[src/rtl/dp_cell_pkg.sv]
`timescale 1ns/1ps
package dp_cell_pkg;

    typedef enum logic [1:0] {
        MODE_LOCAL  = 2'b00,
        MODE_GLOBAL = 2'b01,
        MODE_LCS    = 2'b10,
        MODE_EDIT   = 2'b11
    } dp_mode_e;

    localparam int NUM_CAND = 3;

    localparam int CAND_LEFT = 0;
    localparam int CAND_UP   = 1;
    localparam int CAND_DIAG = 2;

endpackage

[src/rtl/dp_cand_gen.sv]
`timescale 1ns/1ps
module dp_cand_gen
    import dp_cell_pkg::*;
#(
    parameter  int SCORE_W = 10,
    parameter  int SYM_W   = 2,
    localparam int WIDE_W  = SCORE_W + 2
) (
    input  dp_mode_e                             mode_i,
    input  logic [SYM_W-1:0]                     sym_i,
    input  logic [SYM_W-1:0]                     ref_i,
    input  logic signed [SCORE_W-1:0]            left_i,
    input  logic signed [SCORE_W-1:0]            up_i,
    input  logic signed [SCORE_W-1:0]            diag_i,
    output logic [NUM_CAND-1:0][WIDE_W-1:0]      cand_o
);

    logic                     hit;
    logic signed [WIDE_W-1:0] gap;
    logic signed [WIDE_W-1:0] bonus;
    logic signed [WIDE_W-1:0] left_w;
    logic signed [WIDE_W-1:0] up_w;
    logic signed [WIDE_W-1:0] diag_w;

    always_comb begin
        hit    = (sym_i == ref_i);
        left_w = WIDE_W'(left_i);
        up_w   = WIDE_W'(up_i);
        diag_w = WIDE_W'(diag_i);
        case (mode_i)
            MODE_LOCAL, MODE_GLOBAL: begin
                gap   = -WIDE_W'(2);
                bonus = hit ? WIDE_W'(1) : -WIDE_W'(1);
            end
            MODE_LCS: begin
                gap   = '0;
                bonus = hit ? WIDE_W'(1) : '0;
            end
            default: begin
                gap   = WIDE_W'(1);
                bonus = hit ? '0 : WIDE_W'(1);
            end
        endcase
        cand_o[CAND_LEFT] = left_w + gap;
        cand_o[CAND_UP]   = up_w + gap;
        cand_o[CAND_DIAG] = diag_w + bonus;
    end

endmodule

[src/rtl/dp_select.sv]
`timescale 1ns/1ps
module dp_select
    import dp_cell_pkg::*;
#(
    parameter  int SCORE_W = 10,
    localparam int WIDE_W  = SCORE_W + 2
) (
    input  dp_mode_e                         mode_i,
    input  logic [NUM_CAND-1:0][WIDE_W-1:0]  cand_i,
    output logic signed [SCORE_W-1:0]        score_o,
    output logic [NUM_CAND-1:0]              ptr_o
);

    localparam logic signed [WIDE_W-1:0] SAT_HI = {3'b000, {(SCORE_W-1){1'b1}}};
    localparam logic signed [WIDE_W-1:0] SAT_LO = {3'b111, {(SCORE_W-1){1'b0}}};

    logic                     take_min;
    logic signed [WIDE_W-1:0] best;
    logic signed [WIDE_W-1:0] floored;
    logic [NUM_CAND-1:0]      tie;

    always_comb begin
        take_min = (mode_i == MODE_EDIT);
        best     = $signed(cand_i[0]);
        for (int k = 1; k < NUM_CAND; k++) begin
            if (take_min ? ($signed(cand_i[k]) < best) : ($signed(cand_i[k]) > best)) begin
                best = $signed(cand_i[k]);
            end
        end
    end

    for (genvar g = 0; g < NUM_CAND; g++) begin : g_tie
        assign tie[g] = ($signed(cand_i[g]) == best);
    end

    always_comb begin
        if (mode_i == MODE_LOCAL && best < 0) begin
            floored = '0;
            ptr_o   = '0;
        end else begin
            floored = best;
            ptr_o   = tie;
        end
        if (floored > SAT_HI) begin
            score_o = SAT_HI[SCORE_W-1:0];
        end else if (floored < SAT_LO) begin
            score_o = SAT_LO[SCORE_W-1:0];
        end else begin
            score_o = floored[SCORE_W-1:0];
        end
    end

endmodule

[src/rtl/dp_cell.sv]
`timescale 1ns/1ps
module dp_cell
    import dp_cell_pkg::*;
#(
    parameter  int SCORE_W = 10,
    parameter  int SYM_W   = 2,
    localparam int WIDE_W  = SCORE_W + 2
) (
    input  logic                      clk,
    input  logic                      rst_n,
    input  logic [1:0]                mode_i,
    input  logic                      ref_load_i,
    input  logic [SYM_W-1:0]          ref_sym_i,
    input  logic signed [SCORE_W-1:0] init_score_i,
    input  logic                      in_valid_i,
    input  logic [SYM_W-1:0]          in_sym_i,
    input  logic signed [SCORE_W-1:0] in_left_i,
    input  logic signed [SCORE_W-1:0] in_diag_i,
    output logic                      out_valid_o,
    output logic [SYM_W-1:0]          out_sym_o,
    output logic signed [SCORE_W-1:0] out_score_o,
    output logic signed [SCORE_W-1:0] out_diag_o,
    output logic [2:0]                out_ptr_o
);

    typedef struct packed {
        logic [SYM_W-1:0]          ref_sym;
        logic signed [SCORE_W-1:0] up;
        logic signed [SCORE_W-1:0] diag;
        logic [NUM_CAND-1:0]       ptr;
        logic [SYM_W-1:0]          sym;
        logic                      valid;
    } cell_st_t;

    cell_st_t st_d, st_q;

    dp_mode_e                        mode;
    logic [NUM_CAND-1:0][WIDE_W-1:0] cand;
    logic signed [SCORE_W-1:0]       new_score;
    logic [NUM_CAND-1:0]             new_ptr;

    assign mode = dp_mode_e'(mode_i);

    dp_cand_gen #(
        .SCORE_W (SCORE_W),
        .SYM_W   (SYM_W)
    ) u_cand (
        .mode_i  (mode),
        .sym_i   (in_sym_i),
        .ref_i   (st_q.ref_sym),
        .left_i  (in_left_i),
        .up_i    (st_q.up),
        .diag_i  (in_diag_i),
        .cand_o  (cand)
    );

    dp_select #(
        .SCORE_W (SCORE_W)
    ) u_sel (
        .mode_i  (mode),
        .cand_i  (cand),
        .score_o (new_score),
        .ptr_o   (new_ptr)
    );

    always_comb begin
        st_d       = st_q;
        st_d.valid = 1'b0;
        if (ref_load_i) begin
            st_d.ref_sym = ref_sym_i;
            st_d.up      = init_score_i;
        end else if (in_valid_i) begin
            st_d.diag  = st_q.up;
            st_d.up    = new_score;
            st_d.ptr   = new_ptr;
            st_d.sym   = in_sym_i;
            st_d.valid = 1'b1;
        end
    end

    always_ff @(posedge clk) begin
        if (!rst_n) begin
            st_q <= '0;
        end else begin
            st_q <= st_d;
        end
    end

    assign out_valid_o = st_q.valid;
    assign out_sym_o   = st_q.sym;
    assign out_score_o = st_q.up;
    assign out_diag_o  = st_q.diag;
    assign out_ptr_o   = st_q.ptr;

endmodule

[config.mk]
export PLATFORM = sky130hd
export DESIGN_NAME = dp_cell
export DESIGN_NICKNAME = d
export VERILOG_FILES = /design/src/rtl/dp_cell_pkg.sv /design/src/rtl/dp_cand_gen.sv /design/src/rtl/dp_select.sv /design/src/rtl/dp_cell.sv
export SDC_FILE = /design/constraint.sdc
export NUM_CORES = 1
export LEC_CHECK = 0
export CAP_MARGIN = 20
export CORE_ASPECT_RATIO = 1.4
export CORE_UTILIZATION = 60
export DETAILED_ROUTE_END_ITERATION = 16
export PLACE_DENSITY = 0.93
export SYNTH_ARGS = -nofsm -noshare
export SYNTH_HDL_FRONTEND = slang
export SYNTH_HIERARCHICAL = 1
export SYNTH_SLANG_ARGS = --single-unit
[constraint.sdc]
create_clock -name clk -period 20.3 [get_ports clk]
set_input_delay 4.06 -clock clk [delete_from_list [all_inputs] [get_ports clk]]
set_output_delay 4.06 -clock clk [all_outputs]
set_load 0.005 [all_outputs]
After elaboration in Yosys (flattened, before gate mapping)
Cells that the tools add are included.
{"block": "word_totals", "ff_bits": 28, "elab_cells": 46, "input_bits": 40, "output_inout_bits": 26}
{"block": "classes", "n_reduce_logical": 6, "add_sub_neg": 3, "bitwise_logic": 2, "eq_ne": 7, "muxes": 15, "magnitude_cmp": 7}
{"cell": "12-bit 2-to-1 mux", "n": 4}
{"cell": "12-bit one-hot mux with 2 select lines", "n": 2}
{"cell": "10-bit by 12-bit adder with 12-bit output", "n": 3}
{"cell": "12-bit == test", "n": 3}
{"cell": "10-bit 2-to-1 mux", "n": 3}
{"cell": "26-bit 2-to-1 mux", "n": 1}
{"cell": "12-bit > comparator", "n": 2}
{"cell": "12-bit < comparator", "n": 2}
{"cell": "12-bit by 10-bit > comparator with 1-bit output, second input constant", "n": 1}
{"cell": "12-bit by 1-bit < comparator with 1-bit output, second input constant", "n": 1}
{"cell": "12-bit by 10-bit < comparator with 1-bit output, second input constant", "n": 1}
{"cell": "2-bit == test, second input constant", "n": 2}
{"cell": "1-bit 2-to-1 mux", "n": 4}
{"cell": "2-bit OR reduction", "n": 2}
{"cell": "3-bit 2-to-1 mux", "n": 1}
{"cell": "2-bit by 1-bit == test with 1-bit output, second input constant", "n": 1}
{"cell": "2-bit == test", "n": 1}
{"cell": "2-bit logical NOT", "n": 1}
{"cell": "1-bit NOT", "n": 2}
{"cell": "2-bit AND reduction", "n": 1}
{"cell": "2-bit nonzero test", "n": 1}
{"cell": "1-bit logical AND", "n": 1}

Longest topological paths before layout
Gate-level depths: netlist (run 1).
{"block": "logic_depth", "ltp_word": 18, "mapped_depth": 30, "depth_no_buf": 28}

Modules after synthesis
The synthesis (run 1) kept the hierarchy.
{"mod": "dp_select", "area_each_um2": 2110.8, "instances": 1, "seq_area_each_um2": 0.0, "cells_each": 282}
{"mod": "dp_cell", "area_each_um2": 1268.7, "instances": 1, "seq_area_each_um2": 560.5, "cells_each": 144}
{"mod": "dp_cand_gen", "area_each_um2": 1227.4, "instances": 1, "seq_area_each_um2": 0.0, "cells_each": 168}

Worst setup path before layout (run 1)
OpenSTA, ideal clock, no wires.
{"block": "synth_path", "path_kind": "in2reg", "startpoint": "in mode_i[1]", "endpoint": "reg st_q (netlist bit out_ptr_o[1])", "stages": 28, "path_buffers": 3, "required_ps": 20230, "arrival_time_ps": 9758, "setup_ps": 70, "path_slack_ps": 10472, "cell_sequence": "inv_1 -> ha_1 -> a21o_1 -> a21oi_1 -> nand2_1 -> o22a_1 -> o21ai_0 -> inv_1 -> ha_1 -> buf_6 -> nand4_4 -> o41ai_4 -> o32ai_4 -> nor3_2 -> buf_4 -> a21boi_0 -> ha_1 -> nor2b_1 -> o211ai_1 -> a211o_1 -> a31oi_1 -> nor2_1 -> clkbuf_1 -> a311oi_2 -> o221ai_1 -> nor4b_2 -> nand2_1 -> a21boi_1"}
{"item": "from (decl)", "line_no": "dp_cell.sv:11", "rtl": "input logic [1:0] mode_i,"}
{"item": "to (signal assigned)", "line_no": "dp_cell.sv:85", "rtl": "st_q <= st_d;"}
{"item": "to (decl)", "line_no": "dp_cell.sv:35", "rtl": "cell_st_t st_d, st_q;"}

==> impl_metrics.py, run 1 <==
metrics = {
    "power": {
        "comb_power_share_pct": 82.4,
        "p_sw_share_pct": 55.3,
        "peakVddDrop_mv": 0.0881,
        "leakage_nw": 2.13,
        "p_total_uw": 666,
        "power.switching_uw": 368,
        "seqPwrFrac_pct": 10.9,
        "power_density_mw_per_mm2": 128,
        "p_int_uw": 298,
        "clkPwrFrac_pct": 6.7,
    },
    "run": {
        "maxCapViolCount": 0,
    },
    "global_routing": {
        "grt_util_all_layers_pct": 39.0,
        "antenna_found_initial": 0,
        "grt_pass1_wl_mm": 24.7,
        "overflow": 0,
        "grt_pass1_vias": 4996,
        "grt_max_degree": 29,
    },
    "logic_synthesis": {
        "synth_nets": 682,
        "ys_seq_area_share_pct": 12.2,
        "syn_inst": 594,
        "synth_edf_count": 0,
        "synthFlopType": "dfxtp_1",
        "avgSynthCellArea_um2": 7.76,
        "syn_area_mm2": 0.00461,
        "synth_cell_types": 82,
        "synth_async_sr_flop_share_pct": 0,
        "ys_seq_elements": 28,
        "ys.warnings.count": 6,
    },
    "finish": {
        "area_growth_pct": 12.7,
        "drive_above_1_share_pct": 7.04,
        "final_nets": 714,
        "layout_common_cells": "clkdlybuf4s50_1, nand2_1, ha_1, inv_1, a21oi_1",
        "layout_commonest_cell": "clkdlybuf4s50_1",
        "diodes": 0,
    },
    "clocking": {
        "clock_sinks": 28,
        "cts.htree.levels": 1,
        "clock_latency_ns": 0.28,
        "root_buffer": "clkbuf_8",
        "cts_buffers": 3,
        "post_cts_resized": 0,
        "max-clock-path-buffers": 2,
        "cts_hold_buf": 0,
        "path_clk_slew_ns": 0.10,
        "post_cts_buffers": 0,
        "cts_tree": "done",
    },
    "timing": {
        "fin_ws_ns": 7.79,
        "finalMaxSlewViolations": 0,
        "rsz0062_at_grt": "no",
        "timing.final.crit_share_pct": 61.6,
        "fin_crit_ns": 12.51,
        "relSlewSlack_pct": 29.6,
        "finalSetupViolCount": 0,
        "clock.fmax_mhz": 79.9,
        "tns_ns": 0,
        "hold_viol_final": 0,
        "fin_worst_skew_ns": 0.00754,
        "tightest_slew_ns": 1.05,
    },
    "drt": {
        "drt_first_pass_iters": 5,
        "routed_via_density": 6.82,
        "num_vias": 4921,
        "ant_nets": 0,
        "drt_iter0_drc": 468,
        "wirelength_mm": 15.8,
        "routedWlPerCell_um": 21.9,
        "drc": 0,
    },
    "die": {
        "die_h_um": 106,
        "num_rows": 37,
        "num_io_pins": 66,
        "start_util_pct": 62.2,
        "die_area_mm2": 0.00804,
        "die_x_um": 76.1,
        "coreArea_mm2": 0.00741,
    },
    "worst_setup_path": {
        "end_kind": "flip-flop",
        "critPathRequiredTime_ns": 20.51,
        "cp-start-kind": "input pin",
        "critPathKind": "in2reg",
        "crit_arrival_ns": 12.72,
        "crit_top_cell": "ha_1",
        "crit_path_top_delay_cell": "nor3_2",
        "critical_path.max_fanout": 19,
        "critPathMaxStageDelay_ns": 0.77,
    },
    "placed_design": {
        "hpwlAfterDp_mm": 12.5,
        "port_buffers": 65,
        "pre_cts_ws_ns": 7.78,
        "routabilityCongestion": 0.995,
    },
    "min_path": {
        "worstHoldPathType": "reg2reg",
    },
    "status": {
        "status": "finished, final reports clean",
    },
}
## metal layers
layer | vias up | track usage, % | wire length, um
met2 | 261 | 69.9 | 7830
met3 | 79 | 5.97 | 1040
li1 | 2253 | - | -
met1 | 2328 | 42.4 | 5990
met4 | 0 | 25.0 | 966
met5 | - | 0 | 0
## power groups by stage
stage                     Combinational, mW  Sequential, mW  Clock (mW)
after global placement                0.514          0.0727           0
after global routing                  0.587          0.0733      0.0464
final                                 0.549          0.0726      0.0445
after CTS                             0.531          0.0724      0.0440
after detailed placement              0.528          0.0733           0
after floorplan                       0.403          0.0686           0
## cells by family (layout without fill, tap and decap cells)
kind of cell	count (synthesis)	after routing	synth area share, %
AO/OA/AOI/OAI	200	200	31.9
AND/OR/NAND/NOR	169	169	20.1
buffers and inverters	86	117	9.83
adder cells (fa/ha/maj)	48	48	13.4
XOR/XNOR	40	40	7.60
flip-flops	28	28	12.2
multiplexers	23	23	5.08
## path summary, 6_finish.rpt
check,from,endpoint,slack (ns),cells past startpoint
setup / recovery,mode_i[1],out_score_o[4]$_SDFFE_PN0P_,7.79,26
hold / removal,out_ptr_o[0]$_SDFFE_PN0P_,out_ptr_o[0]$_SDFFE_PN0P_,0.46,2
setup reg to reg,out_score_o[3]$_SDFFE_PN0P_,out_score_o[4]$_SDFFE_PN0P_,12.54,23
hold reg to reg,out_ptr_o[0]$_SDFFE_PN0P_,out_ptr_o[0]$_SDFFE_PN0P_,0.46,2
## critical path, delay by kind of cell
| kind | cells | cell delay [ns] |
|---|---|---|
| AO/OA/AOI/OAI | 13 | 3.66 |
| AND/OR/NAND/NOR | 6 | 2.12 |
| adder cells (fa/ha/maj) | 3 | 1.42 |
| buffers and inverters | 3 | 1.33 |
| multiplexers | 1 | 0.11 |
## stage by stage
stage | instance area (um2) | hold WS (ns) | instances | util (%)
2_1_floorplan | 4610 | 0.435 | 594 | -
3_3_place_gp | 5120 | 0.442 | 718 | 69.1
6_report | 5190 | 0.457 | 722 | 70.1
5_1_grt | 5190 | 0.478 | 722 | 70.1
4_1_cts | 5190 | 0.458 | 722 | 70.1
3_5_place_dp | 5120 | 0.444 | 718 | 69.1
## sequential cells by signal, indices dropped and copies added (netlist names)
name,count
out_ptr_o,3
out_valid_o,1
out_sym_o,2
out_diag_o,10
st_q,2
out_score_o,10
## synthesized netlist by cell type (all sizes together), types with 8 or more instances
master | instances | area, um2
o21ai | 37 | 189
xnor2 | 20 | 175
a31oi | 10 | 68.8
o21a | 9 | 67.6
inv | 44 | 165
dfxtp | 28 | 561
or4 | 10 | 83.8
xor2 | 20 | 175
nor2 | 26 | 100
nand3 | 9 | 57.6
buf | 34 | 256
ha | 46 | 576
a21boi | 18 | 135
nor3 | 14 | 80.1
mux2i | 23 | 234
clkbuf | 8 | 31.3
a21o | 10 | 75.1
a21oi | 39 | 203
nand2 | 58 | 223
o22ai | 9 | 56.3
nand4 | 16 | 115
nor2b | 12 | 77.6
## cell type report
class / count / area, um2
repair buffers: 69 / 681
inverters: 44 / 165
clock buffers: 3 / 41.3
multi-input cells: 480 / 3590
flip-flops and latches: 28 / 561
fillers: 593 / 2210
clock inverters: 1 / 30.0
well taps: 97 / 121
Power figures use the tool's default switching activity.
==> run 2: changes to the inputs <==
--- a/config.mk
+++ b/config.mk
@@ -7,9 +7,9 @@
 export LEC_CHECK = 0
 export CAP_MARGIN = 20
 export CORE_ASPECT_RATIO = 1.4
-export CORE_UTILIZATION = 60
+export CORE_UTILIZATION = 57
 export DETAILED_ROUTE_END_ITERATION = 16
-export PLACE_DENSITY = 0.93
+export PLACE_DENSITY = 0.89
 export SYNTH_ARGS = -nofsm -noshare
 export SYNTH_HDL_FRONTEND = slang
 export SYNTH_HIERARCHICAL = 1
==> constraint.sdc (replaced) <==
create_clock -name clk -period 12.7 [get_ports clk]
set_input_delay 2.54 -clock clk [delete_from_list [all_inputs] [get_ports clk]]
set_output_delay 2.54 -clock clk [all_outputs]
set_load 0.005 [all_outputs]
==> run 2 against run 1 <==
Net effect:
- combinational power increased by 60%
- via count increased by 0.18%
- wire length decreased by 3.7%
- die area increased by 5.1%
- sequential share of layout area decreased by 0.054 points
- core utilization decreased by 3.2 points
- cell count increased by 0.83%
- non-clock buffer count increased by 3
- critical endpoint is now out_score_o[0]$_SDFFE_PN0P_
- largest cell class unchanged
==> impl_metrics.py, run 2 (synthesized netlist as in run 1, its figures left out) <==
metrics = {
    "timing": {
        "finalSetupViolCount": 0,
        "finalMaxSlewViolations": 0,
        "relSlewSlack_pct": 36.1,
        "hold_viol_final": 0,
        "clock.fmax_mhz": 91.6,
        "timing.final.crit_share_pct": 86.0,
        "fin_worst_skew_ns": 0.00490,
        "fin_crit_ns": 10.92,
        "fin_ws_ns": 1.78,
        "tns_ns": 0,
        "tightest_slew_ns": 0.953,
        "rsz0062_at_grt": "no",
    },
    "drt": {
        "wirelength_mm": 15.2,
        "drt_first_pass_iters": 8,
        "routed_via_density": 6.77,
        "drt_iter0_drc": 473,
        "num_vias": 4930,
        "drc": 0,
        "ant_nets": 0,
        "routedWlPerCell_um": 20.9,
    },
    "clocking": {
        "clock_latency_ns": 0.28,
        "cts_tree": "done",
        "path_clk_slew_ns": 0.10,
        "post_cts_resized": 0,
        "cts_buffers": 3,
        "post_cts_buffers": 0,
        "cts.htree.levels": 1,
        "clock_sinks": 28,
        "cts_hold_buf": 0,
        "max-clock-path-buffers": 2,
        "root_buffer": "clkbuf_8",
    },
    "run": {
        "maxCapViolCount": 0,
    },
    "global_routing": {
        "overflow": 0,
        "grt_pass1_vias": 4730,
        "grt_pass1_wl_mm": 23.6,
        "antenna_found_initial": 0,
        "grt_util_all_layers_pct": 35.8,
        "grt_max_degree": 29,
    },
    "placed_design": {
        "pre_cts_ws_ns": 1.65,
        "port_buffers": 65,
        "routabilityCongestion": 1.13,
        "dp_cells": 723,
        "hpwlAfterDp_mm": 12.1,
    },
    "worst_setup_path": {
        "critPathMaxStageDelay_ns": 0.81,
        "end_kind": "flip-flop",
        "critPathRequiredTime_ns": 12.91,
        "crit_path_top_delay_cell": "nor3_2",
        "critical_path.max_fanout": 19,
        "reg2reg_depth": 23,
        "critPathKind": "in2reg",
        "cp-start-kind": "input pin",
        "crit_top_cell": "ha_1",
        "crit_cells": 26,
        "cp_top_family": "compound AO/OA/AOI/OAI gates",
        "crit_arrival_ns": 11.13,
        "cp_num_buf_inv": 3,
    },
    "min_path": {
        "hold_depth": 2,
        "worstHoldPathType": "reg2reg",
    },
    "finish": {
        "multi_input_area_mm2": 0.00359,
        "drive_above_1_share_pct": 7.48,
        "regArea_um2": 561,
        "diodes": 0,
        "layout_commonest_cell": "clkdlybuf4s50_1",
        "stdcell_count": 728,
        "final_nets": 717,
        "fillers": 678,
        "layout_common_cells": "clkdlybuf4s50_1, nand2_1, ha_1, inv_1, a21oi_1",
        "area_growth_pct": 13.3,
    },
    "die": {
        "start_util_pct": 59.1,
        "die_area_mm2": 0.00845,
        "coreArea_mm2": 0.00780,
        "num_rows": 38,
        "die_x_um": 78.0,
        "die_h_um": 108,
        "num_io_pins": 66,
    },
    "power": {
        "leakage_nw": 2.15,
        "peakVddDrop_mv": 0.134,
        "power_density_mw_per_mm2": 205,
    },
    "status": {
        "status": "finished, final reports clean",
    },
}
run 2: cell types whose count changed in the layout (fill, tap and decap cells not counted):
cell,change
buf_4,+3
run 2: metrics by stage:
stage               cell area [um2]  hold slack, ns  utilization, %  power [mW]
detailed placement             5140           0.444            65.9       0.963
finish                         5220           0.458            66.9        1.07
floorplan                      4610           0.435               -       0.754
global route                   5220           0.476            66.9        1.14
global placement               5140           0.442            65.9       0.937
CTS                            5210           0.459            66.8        1.04
run 2: where the power goes:
part	internal, mW	switching, mW	total (mW)
clock	0.0422	0.0290	0.0713
sequential	0.100	0.0153	0.115
combinational	0.341	0.540	0.881
total	0.483	0.584	1.07
run 2: worst paths after layout:
| check | from | to | slack [ns] |
|---|---|---|---|
| max | mode_i[1] | out_score_o[0]$_SDFFE_PN0P_ | 1.78 |
| min | out_diag_o[1]$_SDFFE_PN0P_ | out_diag_o[1]$_SDFFE_PN0P_ | 0.46 |
| min reg2reg | out_diag_o[1]$_SDFFE_PN0P_ | out_diag_o[1]$_SDFFE_PN0P_ | 0.46 |
| max reg2reg | out_score_o[3]$_SDFFE_PN0P_ | out_score_o[0]$_SDFFE_PN0P_ | 5.08 |
run 2: metal layers:
metal	track usage (%)	vias to the layer above	part of all wire, %
met4	23.1	0	6.1
met1	40.0	2300	38
li1	-	2260	-
met5	0	-	0
met2	63.1	293	48
met3	5.23	77	7.7
run 2: worst register-to-register path, cell delays in order (launching register included):
cell and delay (ns):
dfxtp_1 0.43, ha_1 0.32, a21o_1 0.18, a21oi_1 0.18, nand2_1 0.10, o22a_1 0.24
o21ai_0 0.57, ha_1 0.49, nand4_4 0.18, o41ai_4 0.59, o32ai_4 0.24, nor3_2 0.81
a21boi_0 0.28, ha_1 0.36, nor2b_1 0.15, o211ai_1 0.10, a211o_1 0.30, and4_1 0.22
nor2_1 0.72, a31oi_2 0.27, a21oi_2 0.34, o21bai_1 0.18, mux2i_1 0.11, a21oi_1 0.19
run 2: layout make-up:
class,instances,area share (%)
clock inverters,1,0.575
multi-input cells,480,68.9
clock buffers,3,0.791
flip-flops and latches,28,10.7
inverters,44,3.16
repair buffers,72,13.5
well taps,100,2.40
